### src/rtl/nand_pkg.sv
// Shared types and constants for the NAND bus cycle engine.
// Assumes an 8-bit device and 3-bit phase counts.
package nand_pkg;
    localparam int CNT_W  = 3;
    localparam int ADDR_W = 3;
    localparam int CTRL_W = 1 + 3 * CNT_W;

    localparam logic [ADDR_W-1:0] REG_CTRL   = 3'd0;
    localparam logic [ADDR_W-1:0] REG_CMD    = 3'd1;
    localparam logic [ADDR_W-1:0] REG_ADDR   = 3'd2;
    localparam logic [ADDR_W-1:0] REG_DATA   = 3'd3;
    localparam logic [ADDR_W-1:0] REG_STATUS = 3'd4;

    typedef enum logic [1:0] {OP_CMD, OP_ADDR, OP_WR, OP_RD} op_e;
    typedef enum logic [1:0] {PH_IDLE, PH_SETUP, PH_LOW, PH_HOLD} phase_e;

    typedef struct packed {
        logic [CNT_W-1:0] hold;
        logic [CNT_W-1:0] low;
        logic [CNT_W-1:0] setup;
        logic             ce;
    } ctrl_t;
endpackage

### src/rtl/nand_phase_timer.sv
// Runs one byte cycle as setup, strobe-low and hold phases.
// A count of N lasts N+1 clocks. Assumes the counts are stable while busy.
module nand_phase_timer
    import nand_pkg::*;
#(
    parameter int W = CNT_W
) (
    input  logic         clk,
    input  logic         rst_n,
    input  logic         start,
    input  logic [W-1:0] setup_cnt,
    input  logic [W-1:0] low_cnt,
    input  logic [W-1:0] hold_cnt,
    output phase_e       phase,
    output logic         low_last,
    output logic         done
);
    logic [W-1:0] cnt_q;

    // Phase sequencing with per-phase down counter.
    always_ff @(posedge clk) begin
        if (!rst_n) begin
            phase <= PH_IDLE;
            cnt_q <= '0;
        end else begin
            unique case (phase)
                PH_IDLE: if (start) begin
                    phase <= PH_SETUP;
                    cnt_q <= setup_cnt;
                end
                PH_SETUP: if (cnt_q == '0) begin
                    phase <= PH_LOW;
                    cnt_q <= low_cnt;
                end else cnt_q <= cnt_q - 1'b1;
                PH_LOW: if (cnt_q == '0) begin
                    phase <= PH_HOLD;
                    cnt_q <= hold_cnt;
                end else cnt_q <= cnt_q - 1'b1;
                PH_HOLD: if (cnt_q == '0) begin
                    phase <= PH_IDLE;
                end else cnt_q <= cnt_q - 1'b1;
                default: phase <= PH_IDLE;
            endcase
        end
    end

    // Last-clock markers for read capture and byte completion.
    assign low_last = (phase == PH_LOW)  && (cnt_q == '0);
    assign done     = (phase == PH_HOLD) && (cnt_q == '0);
endmodule

### src/rtl/nand_data_lane.sv
// Holds the data word as byte lanes: loaded whole on a write,
// filled one byte at a time on a read. Lane 0 is bits IO_W-1:0.
module nand_data_lane #(
    parameter int DATA_W = 32,
    parameter int IO_W   = 8,
    localparam int BYTES = DATA_W / IO_W,
    localparam int IDX_W = $clog2(BYTES)
) (
    input  logic              clk,
    input  logic              rst_n,
    input  logic              load,
    input  logic [DATA_W-1:0] load_word,
    input  logic              cap,
    input  logic [IDX_W-1:0]  idx,
    input  logic [IO_W-1:0]   cap_byte,
    output logic [DATA_W-1:0] word,
    output logic [IO_W-1:0]   sel_byte
);
    logic [IO_W-1:0] lane_q [BYTES];

    for (genvar g = 0; g < BYTES; g++) begin : g_lane
        // One byte lane: bulk load or single-byte capture.
        always_ff @(posedge clk) begin
            if (!rst_n)
                lane_q[g] <= '0;
            else if (load)
                lane_q[g] <= load_word[g*IO_W +: IO_W];
            else if (cap && (idx == IDX_W'(g)))
                lane_q[g] <= cap_byte;
        end
        assign word[g*IO_W +: IO_W] = lane_q[g];
    end

    assign sel_byte = lane_q[idx];
endmodule

### src/rtl/nand_rnb_monitor.sv
// Synchronizes R/nB and keeps a sticky flag set on its rising edge.
// Set wins over a same-cycle clear. The sync chain resets to ready.
module nand_rnb_monitor #(
    parameter int STAGES = 2
) (
    input  logic clk,
    input  logic rst_n,
    input  logic rnb_async,
    input  logic clr,
    output logic rnb_level,
    output logic flag
);
    logic [STAGES-1:0] sync_q;
    logic              prev_q;
    logic              rise;

    // Synchronizer chain and edge history.
    always_ff @(posedge clk) begin
        if (!rst_n) begin
            sync_q <= '1;
            prev_q <= 1'b1;
        end else begin
            sync_q <= {sync_q[STAGES-2:0], rnb_async};
            prev_q <= sync_q[STAGES-1];
        end
    end

    assign rise      = sync_q[STAGES-1] & ~prev_q;
    assign rnb_level = sync_q[STAGES-1];

    // Sticky flag: set on rise, cleared on request.
    always_ff @(posedge clk) begin
        if (!rst_n)    flag <= 1'b0;
        else if (rise) flag <= 1'b1;
        else if (clr)  flag <= 1'b0;
    end
endmodule

### src/rtl/nand_cycle_engine.sv
// Turns register-bus accesses into timed NAND bus cycles.
// Assumes bus_valid is held until bus_ready, and the control register
// is written only while no flash access runs.
module nand_cycle_engine
    import nand_pkg::*;
#(
    parameter int DATA_W = 32,
    parameter int IO_W   = 8,
    localparam int BYTES = DATA_W / IO_W,
    localparam int IDX_W = $clog2(BYTES)
) (
    input  logic              clk,
    input  logic              rst_n,
    input  logic              bus_valid,
    input  logic              bus_write,
    input  logic [ADDR_W-1:0] bus_addr,
    input  logic [DATA_W-1:0] bus_wdata,
    output logic [DATA_W-1:0] bus_rdata,
    output logic              bus_ready,
    output logic              nand_cle,
    output logic              nand_ale,
    output logic              nand_nce,
    output logic              nand_nre,
    output logic              nand_nwe,
    output logic [IO_W-1:0]   nand_io_out,
    input  logic [IO_W-1:0]   nand_io_in,
    output logic              nand_io_oe,
    input  logic              nand_rnb,
    output logic              irq
);
    ctrl_t            ctrl_q;
    op_e              op_q;
    logic             active_q;
    logic [IO_W-1:0]  byte_q;
    logic [IDX_W-1:0] idx_q;
    logic [IDX_W-1:0] last_q;
    phase_e           phase;
    logic             low_last, done;
    logic             accept, flash_req, clr_flag, lane_load;
    logic             rnb_level, flag;
    logic [DATA_W-1:0] word;
    logic [IO_W-1:0]   lane_byte;

    assign accept    = bus_valid && !bus_ready && !active_q;
    assign flash_req = (bus_write && (bus_addr == REG_CMD || bus_addr == REG_ADDR
                                      || bus_addr == REG_DATA))
                    || (!bus_write && bus_addr == REG_DATA);
    assign clr_flag  = accept && bus_write && (bus_addr == REG_STATUS) && bus_wdata[1];
    assign lane_load = accept && bus_write && (bus_addr == REG_DATA);

    nand_phase_timer #(.W(CNT_W)) u_timer (
        .clk(clk), .rst_n(rst_n),
        .start(active_q && phase == PH_IDLE),
        .setup_cnt(ctrl_q.setup), .low_cnt(ctrl_q.low), .hold_cnt(ctrl_q.hold),
        .phase(phase), .low_last(low_last), .done(done)
    );

    nand_data_lane #(.DATA_W(DATA_W), .IO_W(IO_W)) u_lane (
        .clk(clk), .rst_n(rst_n),
        .load(lane_load), .load_word(bus_wdata),
        .cap(low_last && op_q == OP_RD), .idx(idx_q), .cap_byte(nand_io_in),
        .word(word), .sel_byte(lane_byte)
    );

    nand_rnb_monitor #(.STAGES(2)) u_rnb (
        .clk(clk), .rst_n(rst_n), .rnb_async(nand_rnb), .clr(clr_flag),
        .rnb_level(rnb_level), .flag(flag)
    );

    // Access acceptance, flash op bookkeeping and completion.
    always_ff @(posedge clk) begin
        if (!rst_n) begin
            ctrl_q    <= '0;
            op_q      <= OP_CMD;
            active_q  <= 1'b0;
            byte_q    <= '0;
            idx_q     <= '0;
            last_q    <= '0;
            bus_ready <= 1'b0;
            bus_rdata <= '0;
        end else begin
            bus_ready <= 1'b0;
            if (accept) begin
                if (flash_req) begin
                    active_q <= 1'b1;
                    byte_q   <= bus_wdata[IO_W-1:0];
                    idx_q    <= '0;
                    if (bus_addr == REG_DATA) begin
                        op_q   <= bus_write ? OP_WR : OP_RD;
                        last_q <= IDX_W'(BYTES - 1);
                    end else begin
                        op_q   <= (bus_addr == REG_CMD) ? OP_CMD : OP_ADDR;
                        last_q <= '0;
                    end
                end else begin
                    bus_ready <= 1'b1;
                    bus_rdata <= '0;
                    if (bus_addr == REG_CTRL) begin
                        if (bus_write) ctrl_q <= ctrl_t'(bus_wdata[CTRL_W-1:0]);
                        bus_rdata <= DATA_W'(ctrl_q);
                    end else if (bus_addr == REG_STATUS) begin
                        bus_rdata <= DATA_W'({flag, rnb_level});
                    end
                end
            end else if (active_q && done) begin
                if (idx_q == last_q) begin
                    active_q  <= 1'b0;
                    bus_ready <= 1'b1;
                    bus_rdata <= (op_q == OP_RD) ? word : '0;
                end else begin
                    idx_q <= idx_q + 1'b1;
                end
            end
        end
    end

    // Pin decode from op and phase.
    always_comb begin
        nand_cle    = active_q && (op_q == OP_CMD)  && (phase != PH_IDLE);
        nand_ale    = active_q && (op_q == OP_ADDR) && (phase != PH_IDLE);
        nand_io_oe  = active_q && (op_q != OP_RD)   && (phase != PH_IDLE);
        nand_nwe    = !(active_q && (op_q != OP_RD) && (phase == PH_LOW));
        nand_nre    = !(active_q && (op_q == OP_RD) && (phase == PH_LOW));
        nand_io_out = (op_q == OP_WR) ? lane_byte : byte_q;
        nand_nce    = !ctrl_q.ce;
        irq         = flag;
    end
endmodule

### config.mk
export PLATFORM = sky130hd
export DESIGN_NAME = nand_cycle_engine
export DESIGN_NICKNAME = d
export VERILOG_FILES = /design/src/rtl/nand_pkg.sv /design/src/rtl/nand_phase_timer.sv /design/src/rtl/nand_data_lane.sv /design/src/rtl/nand_rnb_monitor.sv /design/src/rtl/nand_cycle_engine.sv
export SDC_FILE = /design/constraint.sdc
export NUM_CORES = 1
export LEC_CHECK = 0
export ABC_AREA = 0
export CAP_MARGIN = 20
export CORE_AREA = 2 2 89 91
export DETAILED_ROUTE_END_ITERATION = 10
export DIE_AREA = 0 0 91 93
export DONT_BUFFER_PORTS = 1
export GPL_TIMING_DRIVEN = 0
export MAX_ROUTING_LAYER = met4
export PLACE_DENSITY = 0.82
export SYNTH_ARGS = -nofsm -noshare
export SYNTH_HDL_FRONTEND = slang
export SYNTH_SLANG_ARGS = --single-unit
### constraint.sdc
create_clock -name clk -period 2.7 [get_ports clk]
set_clock_uncertainty 0.15 [all_clocks]
set_input_delay 0.27 -clock clk [delete_from_list [all_inputs] [get_ports clk]]
set_output_delay 0.27 -clock clk [all_outputs]
set_load 0.005 [all_outputs]
==> results.yml, run 1 <==
routing:
  finalWirelength_microns: 13200
  vias_per_instance: 6.36
  ant_nets: 0
  route.vias.total: 3857
  routedWlPerCell_microns: 21.7
  detailedRoute.firstIterationViolations: 393
  drcViolationCount: 0
  dr.pass1.iters: 5
synthesis:
  netlist_area_sq_um: 4620
  synth-seq-area-share_pct: 49.8
  synth.area.top_cells: "sky130_fd_sc_hd__dfxtp_1 (29%), sky130_fd_sc_hd__edfxtp_1 (21%), sky130_fd_sc_hd__a22o_1 (6.6%)"
  synthesis.area_per_instance_sq_um: 10.4
  ys_types: 49
  synthesis.nets: 502
  ys_top_cells_by_count: "sky130_fd_sc_hd__dfxtp_1 (67), sky130_fd_sc_hd__nand3_1 (60), sky130_fd_sc_hd__a21oi_1 (50), sky130_fd_sc_hd__a22o_1 (35), sky130_fd_sc_hd__edfxtp_1 (32)"
  number_of_synthesized_flops_with_an_enable_pin: 32
  synth-async-reset-ratio_pct: 0
  ys.flop_type: "sky130_fd_sc_hd__dfxtp_1"
  synth.ff_latch_count: 99
  share_of_yosys_cell_area_claimed_by_the_top_area_cell_type_pct: 29.0
  synth_most_common_cell: "sky130_fd_sc_hd__dfxtp_1"
  synth.yosys.warnings: 0
  yosys.area.top_type: "sky130_fd_sc_hd__dfxtp_1"
  synth_cells: 444
sta:
  final-setup-viol-count: 0
  grt_setup_unrepaired: "false"
  headroom_to_the_max_slew_limit_pct: 63.4
  maxClockFrequency_ghz: 0.430
  worst_hold_slack_ns: 0.0189
  layout_min_cycle_time_ns: 2.32
  finalMaxSlewViolations: 0
  setup-tns-final_ns: 0
  final_min_period_over_clock_period_pct: 86.1
  worst_slew_pin_slew_ns: 0.549
  postLayoutSetupSlackWorst_ns: 0.376
  finalHoldViolations: 0
clock_tree:
  reg_clk_slew_reported_paths_ns: 0.09
  post_cts.resized_instances: 0
  tritoncts_num_sinks: 99
  cts_root_buffer: "sky130_fd_sc_hd__clkbuf_8"
  worst_skew_pair.late_latency_ns: 0.36
  cts_tree: "yes"
  htreeDepth: 3
  cts_max_path_buffers: 2
  cts_made_buffers: 9
setup_path:
  critPathMaxStageDelay_ns: 0.39
  critical_path.top_delay_family: "adder cells"
  rr_worst_depth: 8
  r2r-start: "u_timer.cnt_q[0]$_SDFFE_PN0P_"
  path_buf_inv: 2
  critical_path_peak_fanout: 10
  crit_arrival_ns: 2.47
  critical_path_type: "reg -> reg"
  cp_cell_sequence: "inv_1, ha_1, ha_1, nand3_1, o21bai_2, clkbuf_1, nand3_1, a21oi_1"
  setup_slack_reg_to_reg_ns: 0.38
  required_ns: 2.84
  worst_setup_path_start_kind: "register"
  category_of_the_worst_setup_path_capture_point: "register"
  reg2reg_to: "bus_rdata[26]$_SDFFE_PN0P_"
  critPathSlowestCell: "sky130_fd_sc_hd__clkbuf_1"
global_routing:
  grt_first_pass_wirelength_microns: 20300
  largest_net_degree_at_the_start_of_global_routing: 17
  total_track_usage_pct: 32.3
  grt_antenna_before_repair: 0
  grt.overflow.total: 0
  number_of_global_route_vias_before_repair: 3761
power:
  leakage_nw: 1.99
  max-vdd-ir-drop_mv: 0.280
  cellPowerDensity_nw_per_um2: 557
  power_mw: 2.98
floorplanning:
  die_width_microns: 91
  number_of_i_o_pins: 96
  core_region_area_sq_um: 7530
  die_y_microns: 93
  placementRows: 32
  die-area_sq_um: 8460
  floorplan.initialDensity_pct: 61.4
min_path:
  min_delay_worst_endpoint: "bus_rdata[0]$_SDFFE_PN0P_"
  worstHoldStart: "rst_n"
  hold_depth: 2
  hold_class: "in -> reg"
layout:
  layout-area-overhead-vs-synth_pct: 15.9
  post_route_cells_drive_above_1_share_pct: 13.1
  fillers: 561
  fin_cells: 606
  postLayoutCellArea_sq_um: 5360
  postLayoutCoreUtil_pct: 71.2
  antenna_diodes: 0
  num-nets-final: 557
placed_design:
  placed_cells_incl_taps: 546
  gp_routability_congestion: 0.937
  placedInstanceArea_sq_um: 4750
  pre_cts_ws_ns: 0.485
  buffer_ports.inserted: 0
  dp_hpwl_microns: 9210
status:
  run_status: "completed"
flow_run:
  drv_cap: 0
==> worst max path at each step <==
stage,slack [ns],startpoint,to,cells after the start
after floorplan,0.72,u_timer.cnt_q[0]$_SDFFE_PN0P_,u_lane.lane_q[1][0]$_DFFE_PP_,8
after global placement,0.53,u_timer.cnt_q[0]$_SDFFE_PN0P_,u_lane.lane_q[1][3]$_DFFE_PP_,8
after detailed placement,0.48,u_timer.phase[0]$_SDFFE_PN0P_,u_lane.lane_q[3][6]$_DFFE_PP_,8
after CTS,0.43,last_q[0]$_SDFFE_PN0P_,nand_io_out[6],3
after global routing,0.24,u_timer.cnt_q[0]$_SDFFE_PN0P_,bus_rdata[26]$_SDFFE_PN0P_,8
final,0.38,u_timer.cnt_q[0]$_SDFFE_PN0P_,bus_rdata[26]$_SDFFE_PN0P_,8
==> kinds of logic after synthesis <==
logic type	after synthesis	synth area share, %
and+or+nand+nor	135	15.2
adders and majority gates	11	2.95
DFF	99	49.8
AOI/OAI and AO/OA	122	18.7
muxes	26	8.01
buffers and inverters	51	5.28
==> registers in the layout (all words and copies together) (netlist names), 2 cells and up, named ones only <==
name / cells
u_lane.lane_q: 32
u_timer.phase: 2
u_timer.cnt_q: 3
u_rnb.sync_q: 2
ctrl_q: 10
idx_q: 2
bus_rdata: 32
byte_q: 8
==> cell usage in the layout (no fill, tap or decap), types with 3 or more instances in the layout <==
cell type / instances
sky130_fd_sc_hd__ha_1: 10
sky130_fd_sc_hd__dfxtp_1: 67
sky130_fd_sc_hd__o31ai_1: 8
sky130_fd_sc_hd__edfxtp_1: 32
sky130_fd_sc_hd__nor2b_1: 3
sky130_fd_sc_hd__and3_1: 7
sky130_fd_sc_hd__nand4_1: 3
sky130_fd_sc_hd__a21o_1: 4
sky130_fd_sc_hd__clkbuf_1: 14
sky130_fd_sc_hd__nand2b_1: 5
sky130_fd_sc_hd__inv_1: 14
sky130_fd_sc_hd__nor3_1: 4
sky130_fd_sc_hd__a21oi_1: 50
sky130_fd_sc_hd__dlygate4sd3_1: 44
sky130_fd_sc_hd__clkbuf_8: 9
sky130_fd_sc_hd__nor2_1: 13
sky130_fd_sc_hd__mux4_2: 8
sky130_fd_sc_hd__mux2i_1: 10
sky130_fd_sc_hd__a22oi_1: 10
sky130_fd_sc_hd__buf_2: 18
sky130_fd_sc_hd__mux2_2: 8
sky130_fd_sc_hd__a22o_1: 35
sky130_fd_sc_hd__nand2_1: 27
sky130_fd_sc_hd__buf_6: 3
sky130_fd_sc_hd__nand3_1: 60
==> cell type report <==
type / count / area, sq um / area share, %
Inverter: 15 / 56.3 / 1.05
Sequential cell: 99 / 2300 / 43.0
Clock buffer: 10 / 128 / 2.38
Buffer: 36 / 188 / 3.50
Tap cell: 102 / 128 / 2.38
Timing Repair Buffer: 44 / 440 / 8.22
Clock inverter: 6 / 40.0 / 0.747
Multi-Input combinational cell: 294 / 2080 / 38.8
==> power breakdown <==
group	switching, mW	leakage, nW	internal [mW]
sequential	0.0552	0.878	1.60
clock	0.515	0.0880	0.336
combinational	0.287	1.03	0.192
total	0.857	1.99	2.13
==> layer usage <==
layer  track usage [%]  vias up  wire length [microns]
met5                 -        -                      0
li1                  -     1778                      -
met1              38.8     1831                   5100
met4              12.5        0                    376
met2              54.1      212                   6660
met3              6.53       36                   1040
==> what timing repair did <==
item                      4_1_cts  5_1_grt
buffers inserted                0        0
hold endpoints to repair       56        1
hold buffers                   43        1
Note: power is estimated with default switching activity, not from simulation.
==> inputs of run 2 (changes only) <==
--- a/config.mk
+++ b/config.mk
@@ -6,14 +6,15 @@
 export NUM_CORES = 1
 export LEC_CHECK = 0
 export ABC_AREA = 0
+export BUFFER_PORTS_ARGS = -buffer_cell sky130_fd_sc_hd__buf_2
 export CAP_MARGIN = 20
-export CORE_AREA = 2 2 89 91
+export CORE_AREA = 2 2 94 96
+export CTS_BUF_LIST = sky130_fd_sc_hd__clkbuf_8
 export DETAILED_ROUTE_END_ITERATION = 10
-export DIE_AREA = 0 0 91 93
-export DONT_BUFFER_PORTS = 1
+export DIE_AREA = 0 0 96 98
 export GPL_TIMING_DRIVEN = 0
 export MAX_ROUTING_LAYER = met4
-export PLACE_DENSITY = 0.82
+export PLACE_DENSITY = 0.84
 export SYNTH_ARGS = -nofsm -noshare
 export SYNTH_HDL_FRONTEND = slang
 export SYNTH_SLANG_ARGS = --single-unit
==> run 2 against run 1 <==
Compared with the run above: sequential share of layout area shrank 0.66 points; count of clock-buffer cells in the layout shrank 1; largest cell class unchanged; first-iteration DRC count grew 5.3%; worst hold slack improved by 0.015 ns; maximum frequency shrank 4.7%; critical path type is now reg -> out; total power is 1.8% higher.
==> results.yml, run 2 (same netlist as run 1, synthesis figures left out) <==
sta:
  final-setup-viol-count: 0
  grt_setup_unrepaired: "false"
  layout_min_cycle_time_ns: 2.44
  worst_slew_pin_slew_ns: 0.590
  finalHoldViolations: 0
  maxClockFrequency_ghz: 0.410
  finalMaxSlewViolations: 0
  final_min_period_over_clock_period_pct: 90.3
  headroom_to_the_max_slew_limit_pct: 60.6
  setup-tns-final_ns: 0
  postLayoutSetupSlackWorst_ns: 0.262
placed_design:
  dp_hpwl_microns: 9490
  gp_routability_congestion: 0.956
  buffer_ports.inserted: 94
  pre_cts_ws_ns: 0.481
power:
  max-vdd-ir-drop_mv: 0.277
  leakage_nw: 2.26
  power_mw: 3.04
  cellPowerDensity_nw_per_um2: 558
floorplanning:
  die_width_microns: 96
  die-area_sq_um: 9410
  placementRows: 34
  die_y_microns: 98
  floorplan.initialDensity_pct: 54.6
  number_of_i_o_pins: 96
  core_region_area_sq_um: 8470
setup_path:
  critical_path_type: "reg -> out"
  required_ns: 2.28
  crit_arrival_ns: 2.02
  worst_setup_path_start_kind: "register"
  critical_path_peak_fanout: 8
  category_of_the_worst_setup_path_capture_point: "primary output"
flow_run:
  drv_cap: 0
layout:
  antenna_diodes: 0
  postLayoutCoreUtil_pct: 64.3
  post_route_cells_drive_above_1_share_pct: 29.1
  num-nets-final: 610
  largestRegisters: "bus_rdata: 32 flops, u_lane.lane_q: 32 flops, ctrl_q: 10 flops"
  mostFrequentLayoutCell: "sky130_fd_sc_hd__buf_2"
  final_cell_mix: "sky130_fd_sc_hd__buf_2 (112), sky130_fd_sc_hd__dfxtp_1 (67), sky130_fd_sc_hd__nand3_1 (60)"
  layout-area-overhead-vs-synth_pct: 17.7
min_path:
  hold_class: "in -> reg"
clock_tree:
  tritoncts_num_sinks: 99
  reg_clk_slew_reported_paths_ns: 0.10
  htreeDepth: 3
  worst_skew_pair.late_latency_ns: 0.37
  cts_root_buffer: "sky130_fd_sc_hd__clkbuf_8"
  cts_max_path_buffers: 2
  post_cts.repair.setup_buffers: 0
  cts_made_buffers: 9
  cts_tree: "yes"
routing:
  route.vias.total: 4016
  dr.pass1.iters: 5
  vias_per_instance: 6.04
  ant_nets: 0
  finalWirelength_microns: 12000
  detailedRoute.firstIterationViolations: 414
  drcViolationCount: 0
  routedWlPerCell_microns: 18.1
global_routing:
  grt_antenna_before_repair: 0
  largest_net_degree_at_the_start_of_global_routing: 19
  number_of_global_route_vias_before_repair: 3787
  grt_first_pass_wirelength_microns: 19400
  total_track_usage_pct: 27.7
  grt.overflow.total: 0
status:
  run_status: "completed"
[run 2: cell count changes in the layout (fill, tap and decap cells not counted)]
cell,delta
sky130_fd_sc_hd__clkbuf_1,-1
sky130_fd_sc_hd__clkinv_1,-1
sky130_fd_sc_hd__inv_8,+2
sky130_fd_sc_hd__buf_2,+94
sky130_fd_sc_hd__inv_4,+1
sky130_fd_sc_hd__dlygate4sd3_1,-41
sky130_fd_sc_hd__clkinv_2,-1
[run 2: worst paths after layout]
path / from / end / slack, ns / cells after the start
hold reg to reg: u_rnb.sync_q[0]$_SDFF_PN1_ / u_rnb.sync_q[1]$_SDFF_PN1_ / 0.29 / 1
setup / recovery: last_q[0]$_SDFFE_PN0P_ / nand_io_out[7] / 0.26 / 4
hold / removal: bus_wdata[9] / ctrl_q[9]$_SDFFE_PN0P_ / 0.03 / 3
setup reg to reg: u_timer.phase[0]$_SDFFE_PN0P_ / u_lane.lane_q[1][0]$_DFFE_PP_ / 0.43 / 7
[run 2: metal layers]
metal	wire (microns)	GRT usage, %	vias up
li1	-	-	1879
met2	5950	43.8	189
met5	0	-	-
met1	4900	35.2	1923
met3	880	5.02	25
met4	319	10.2	0
[run 2: area by class of cell]
class	instances	area (sq um)
flip-flops and latches	99	2300
repair buffers	97	500
plain buffers	36	188
clock inverters	7	60.1
inverters	15	56.3
fillers	659	3020
clock buffers	9	124
multi-input cells	294	2080
well taps	108	135
[run 2: power breakdown]
| part | internal (mW) | switching (mW) | total (mW) |
|---|---|---|---|
| sequential | 1.60 | 0.0474 | 1.65 |
| clock | 0.354 | 0.557 | 0.910 |
| combinational | 0.188 | 0.293 | 0.481 |
| total | 2.14 | 0.897 | 3.04 |
[run 2: repair_timing]
action,in CTS,in global routing
hold buffers,3,0
resized for setup,0,0
endpoints found under the hold margin,3,0
[run 2: critical path: stages, from the launching register on]
cell and delay [ns]:
sky130_fd_sc_hd__dfxtp_1 0.50, sky130_fd_sc_hd__nor2b_1 0.17, sky130_fd_sc_hd__clkbuf_1 0.42, sky130_fd_sc_hd__mux2_2 0.43, sky130_fd_sc_hd__buf_2 0.13
[run 2: per-stage QoR]
step | std cells | cell area, sq um | hold slack (ns)
detailed placement | 646 | 5230 | 0.256
global placement | 646 | 5230 | 0.238
finish | 665 | 5440 | 0.0339
global route | 665 | 5440 | 0.0334
floorplan | 444 | 4620 | 0.193
CTS | 665 | 5440 | 0.0271
==> inputs of run 3 (changes only) <==
--- a/config.mk
+++ b/config.mk
@@ -6,7 +6,7 @@
 export NUM_CORES = 1
 export LEC_CHECK = 0
 export ABC_AREA = 0
-export BUFFER_PORTS_ARGS = -buffer_cell sky130_fd_sc_hd__buf_2
+export BUFFER_PORTS_ARGS = -buffer_cell sky130_fd_sc_hd__clkbuf_2
 export CAP_MARGIN = 20
 export CORE_AREA = 2 2 94 96
 export CTS_BUF_LIST = sky130_fd_sc_hd__clkbuf_8
==> run 3 against run 2 <==
Compared with the run above: total power up 8.4%; non-clock buffer count stayed put; die area unchanged; clock power up 27%; cell count unchanged; critical path depth unchanged; global-route usage is 1.6 points higher; register-to-register slack worse by 0.02 ns; combinational power up 0.8%; setup slack got worse by 0.045 ns; worst hold slack got worse by 0.0038 ns; count of clock-buffer cells in the layout is the same.
==> results.yml, run 3 (same netlist as run 1, synthesis figures left out) <==
clock_tree:
  reg_clk_slew_reported_paths_ns: 0.09
  worst_skew_pair.late_latency_ns: 0.37
  post_cts.repair.setup_buffers: 0
  cts_max_path_buffers: 2
  cts_root_buffer: "sky130_fd_sc_hd__clkbuf_8"
  cts_made_buffers: 9
  tritoncts_num_sinks: 99
  htreeDepth: 3
  post_cts_hold_buffers: 3
  cts_tree: "yes"
  post_cts.resized_instances: 0
power:
  leakage_nw: 2.26
  cellPowerDensity_nw_per_um2: 598
  power_mw: 3.29
  max-vdd-ir-drop_mv: 0.349
global_routing:
  total_track_usage_pct: 29.3
  largest_net_degree_at_the_start_of_global_routing: 18
  number_of_global_route_vias_before_repair: 3931
  grt_antenna_before_repair: 0
  grt_first_pass_wirelength_microns: 20300
  grt.overflow.total: 0
setup_path:
  cp_cell_sequence: "nor2b_1, clkbuf_1, mux2_2, clkbuf_2"
  critical_path.top_delay_family: "buffers and inverters"
  reg2reg_to: "bus_rdata[18]$_SDFFE_PN0P_"
  rr_worst_depth: 8
  r2r-start: "u_timer.cnt_q[0]$_SDFFE_PN0P_"
  critical_path_type: "reg -> out"
  worst_setup_path_start_kind: "register"
  critical_path_peak_fanout: 8
  category_of_the_worst_setup_path_capture_point: "primary output"
  critPathMaxStageDelay_ns: 0.52
  setup_slack_reg_to_reg_ns: 0.41
  path_buf_inv: 2
  critPathSlowestCell: "sky130_fd_sc_hd__dfxtp_1"
  required_ns: 2.28
  crit_arrival_ns: 2.06
sta:
  finalHoldViolations: 0
  final_min_period_over_clock_period_pct: 92.0
  finalMaxSlewViolations: 0
  worst_hold_slack_ns: 0.0301
  worst_slew_pin_slew_ns: 0.558
  grt_setup_unrepaired: "false"
  maxClockFrequency_ghz: 0.403
  setup-tns-final_ns: 0
  headroom_to_the_max_slew_limit_pct: 62.8
  final-setup-viol-count: 0
  layout_min_cycle_time_ns: 2.48
layout:
  largestRegisters: "bus_rdata: 32 flops, u_lane.lane_q: 32 flops, ctrl_q: 10 flops"
  mostFrequentLayoutCell: "sky130_fd_sc_hd__clkbuf_2"
  postLayoutCoreUtil_pct: 65.0
  fillers: 629
  postLayoutCellArea_sq_um: 5500
  num-nets-final: 610
  antenna_diodes: 0
  final_cell_mix: "sky130_fd_sc_hd__clkbuf_2 (94), sky130_fd_sc_hd__dfxtp_1 (67), sky130_fd_sc_hd__nand3_1 (60)"
  layout-area-overhead-vs-synth_pct: 19.1
  post_route_cells_drive_above_1_share_pct: 29.1
placed_design:
  placedInstanceArea_sq_um: 5230
  dp_hpwl_microns: 9790
  buffer_ports.inserted: 94
  gp_routability_congestion: 0.893
floorplanning:
  die-area_sq_um: 9410
  placementRows: 34
  core_region_area_sq_um: 8470
  die_width_microns: 96
  die_y_microns: 98
  floorplan.initialDensity_pct: 54.6
  number_of_i_o_pins: 96
routing:
  routedWlPerCell_microns: 19.0
  ant_nets: 0
  finalWirelength_microns: 12700
  drcViolationCount: 0
  detailedRoute.firstIterationViolations: 425
  route.vias.total: 4079
  dr.pass1.iters: 8
  vias_per_instance: 6.13
min_path:
  hold_class: "in -> reg"
  hold_depth: 3
  min_delay_worst_endpoint: "ctrl_q[8]$_SDFFE_PN0P_"
  worstHoldStart: "bus_wdata[8]"
status:
  run_status: "completed"
flow_run:
  drv_cap: 0
==> run 3: changes by cell type in the layout (fill, tap and decap cells not counted) <==
cell	previous run	this run
sky130_fd_sc_hd__clkinvlp_4	0	1
sky130_fd_sc_hd__clkinv_4	2	0
sky130_fd_sc_hd__bufinv_16	0	3
sky130_fd_sc_hd__clkbuf_2	0	94
sky130_fd_sc_hd__inv_6	1	2
sky130_fd_sc_hd__inv_8	2	0
sky130_fd_sc_hd__buf_2	112	18
sky130_fd_sc_hd__clkinv_2	1	0
==> run 3: where the power goes <==
| part | internal [mW] | total (mW) | switching [mW] | leakage [nW] |
|---|---|---|---|---|
| sequential | 1.60 | 1.65 | 0.0504 | 0.878 |
| clock | 0.622 | 1.16 | 0.534 | 0.121 |
| combinational | 0.188 | 0.485 | 0.297 | 1.26 |
| total | 2.41 | 3.29 | 0.882 | 2.26 |
==> run 3: how the worst max path moves through the flow <==
| stage | start | endpoint | slack [ns] | cells after the start |
|---|---|---|---|---|
| 2_1_floorplan | u_timer.cnt_q[0]$_SDFFE_PN0P_ | u_lane.lane_q[1][0]$_DFFE_PP_ | 0.72 | 8 |
| 3_3_place_gp | u_timer.cnt_q[0]$_SDFFE_PN0P_ | u_lane.lane_q[1][6]$_DFFE_PP_ | 0.53 | 8 |
| 3_5_place_dp | u_timer.cnt_q[0]$_SDFFE_PN0P_ | bus_rdata[18]$_SDFFE_PN0P_ | 0.46 | 8 |
| 4_1_cts | last_q[0]$_SDFFE_PN0P_ | nand_io_out[5] | 0.29 | 4 |
| 5_1_grt | last_q[0]$_SDFFE_PN0P_ | nand_io_out[7] | 0.19 | 4 |
| 6_report | last_q[0]$_SDFFE_PN0P_ | nand_io_out[5] | 0.22 | 4 |
==> run 3: stage by stage <==
step	setup WS, ns	std cells
floorplan	0.719	444
global placement	0.533	646
detailed placement	0.463	646
CTS	0.288	665
global route	0.186	665
finish	0.217	665
==> run 3: cell type report <==
cell class / count / area, sq um / area share (%)
buffer: 36 / 188 / 3.41
clock buffer: 9 / 124 / 2.25
clock inverter: 7 / 121 / 2.21
inverter: 15 / 56.3 / 1.02
multi-input combinational: 294 / 2080 / 37.7
sequential: 99 / 2300 / 41.8
tap: 108 / 135 / 2.46
timing repair buffer: 97 / 500 / 9.09
==> run 3: worst min-delay path: cells and delay by family <==
kind | cells | cell delay, ns
buffers and inverters | 1 | 0.11
and+or+nand+nor | 1 | 0.07
AOI/OAI and AO/OA | 1 | 0.06
==> run 3: per-layer routing <==
metal,up-vias,routed length [microns],track usage [%]
li1,1877,-,-
met1,1917,4910,35.7
met2,237,6210,47.2
met3,48,995,5.40
met4,0,538,12.5
met5,-,0,-
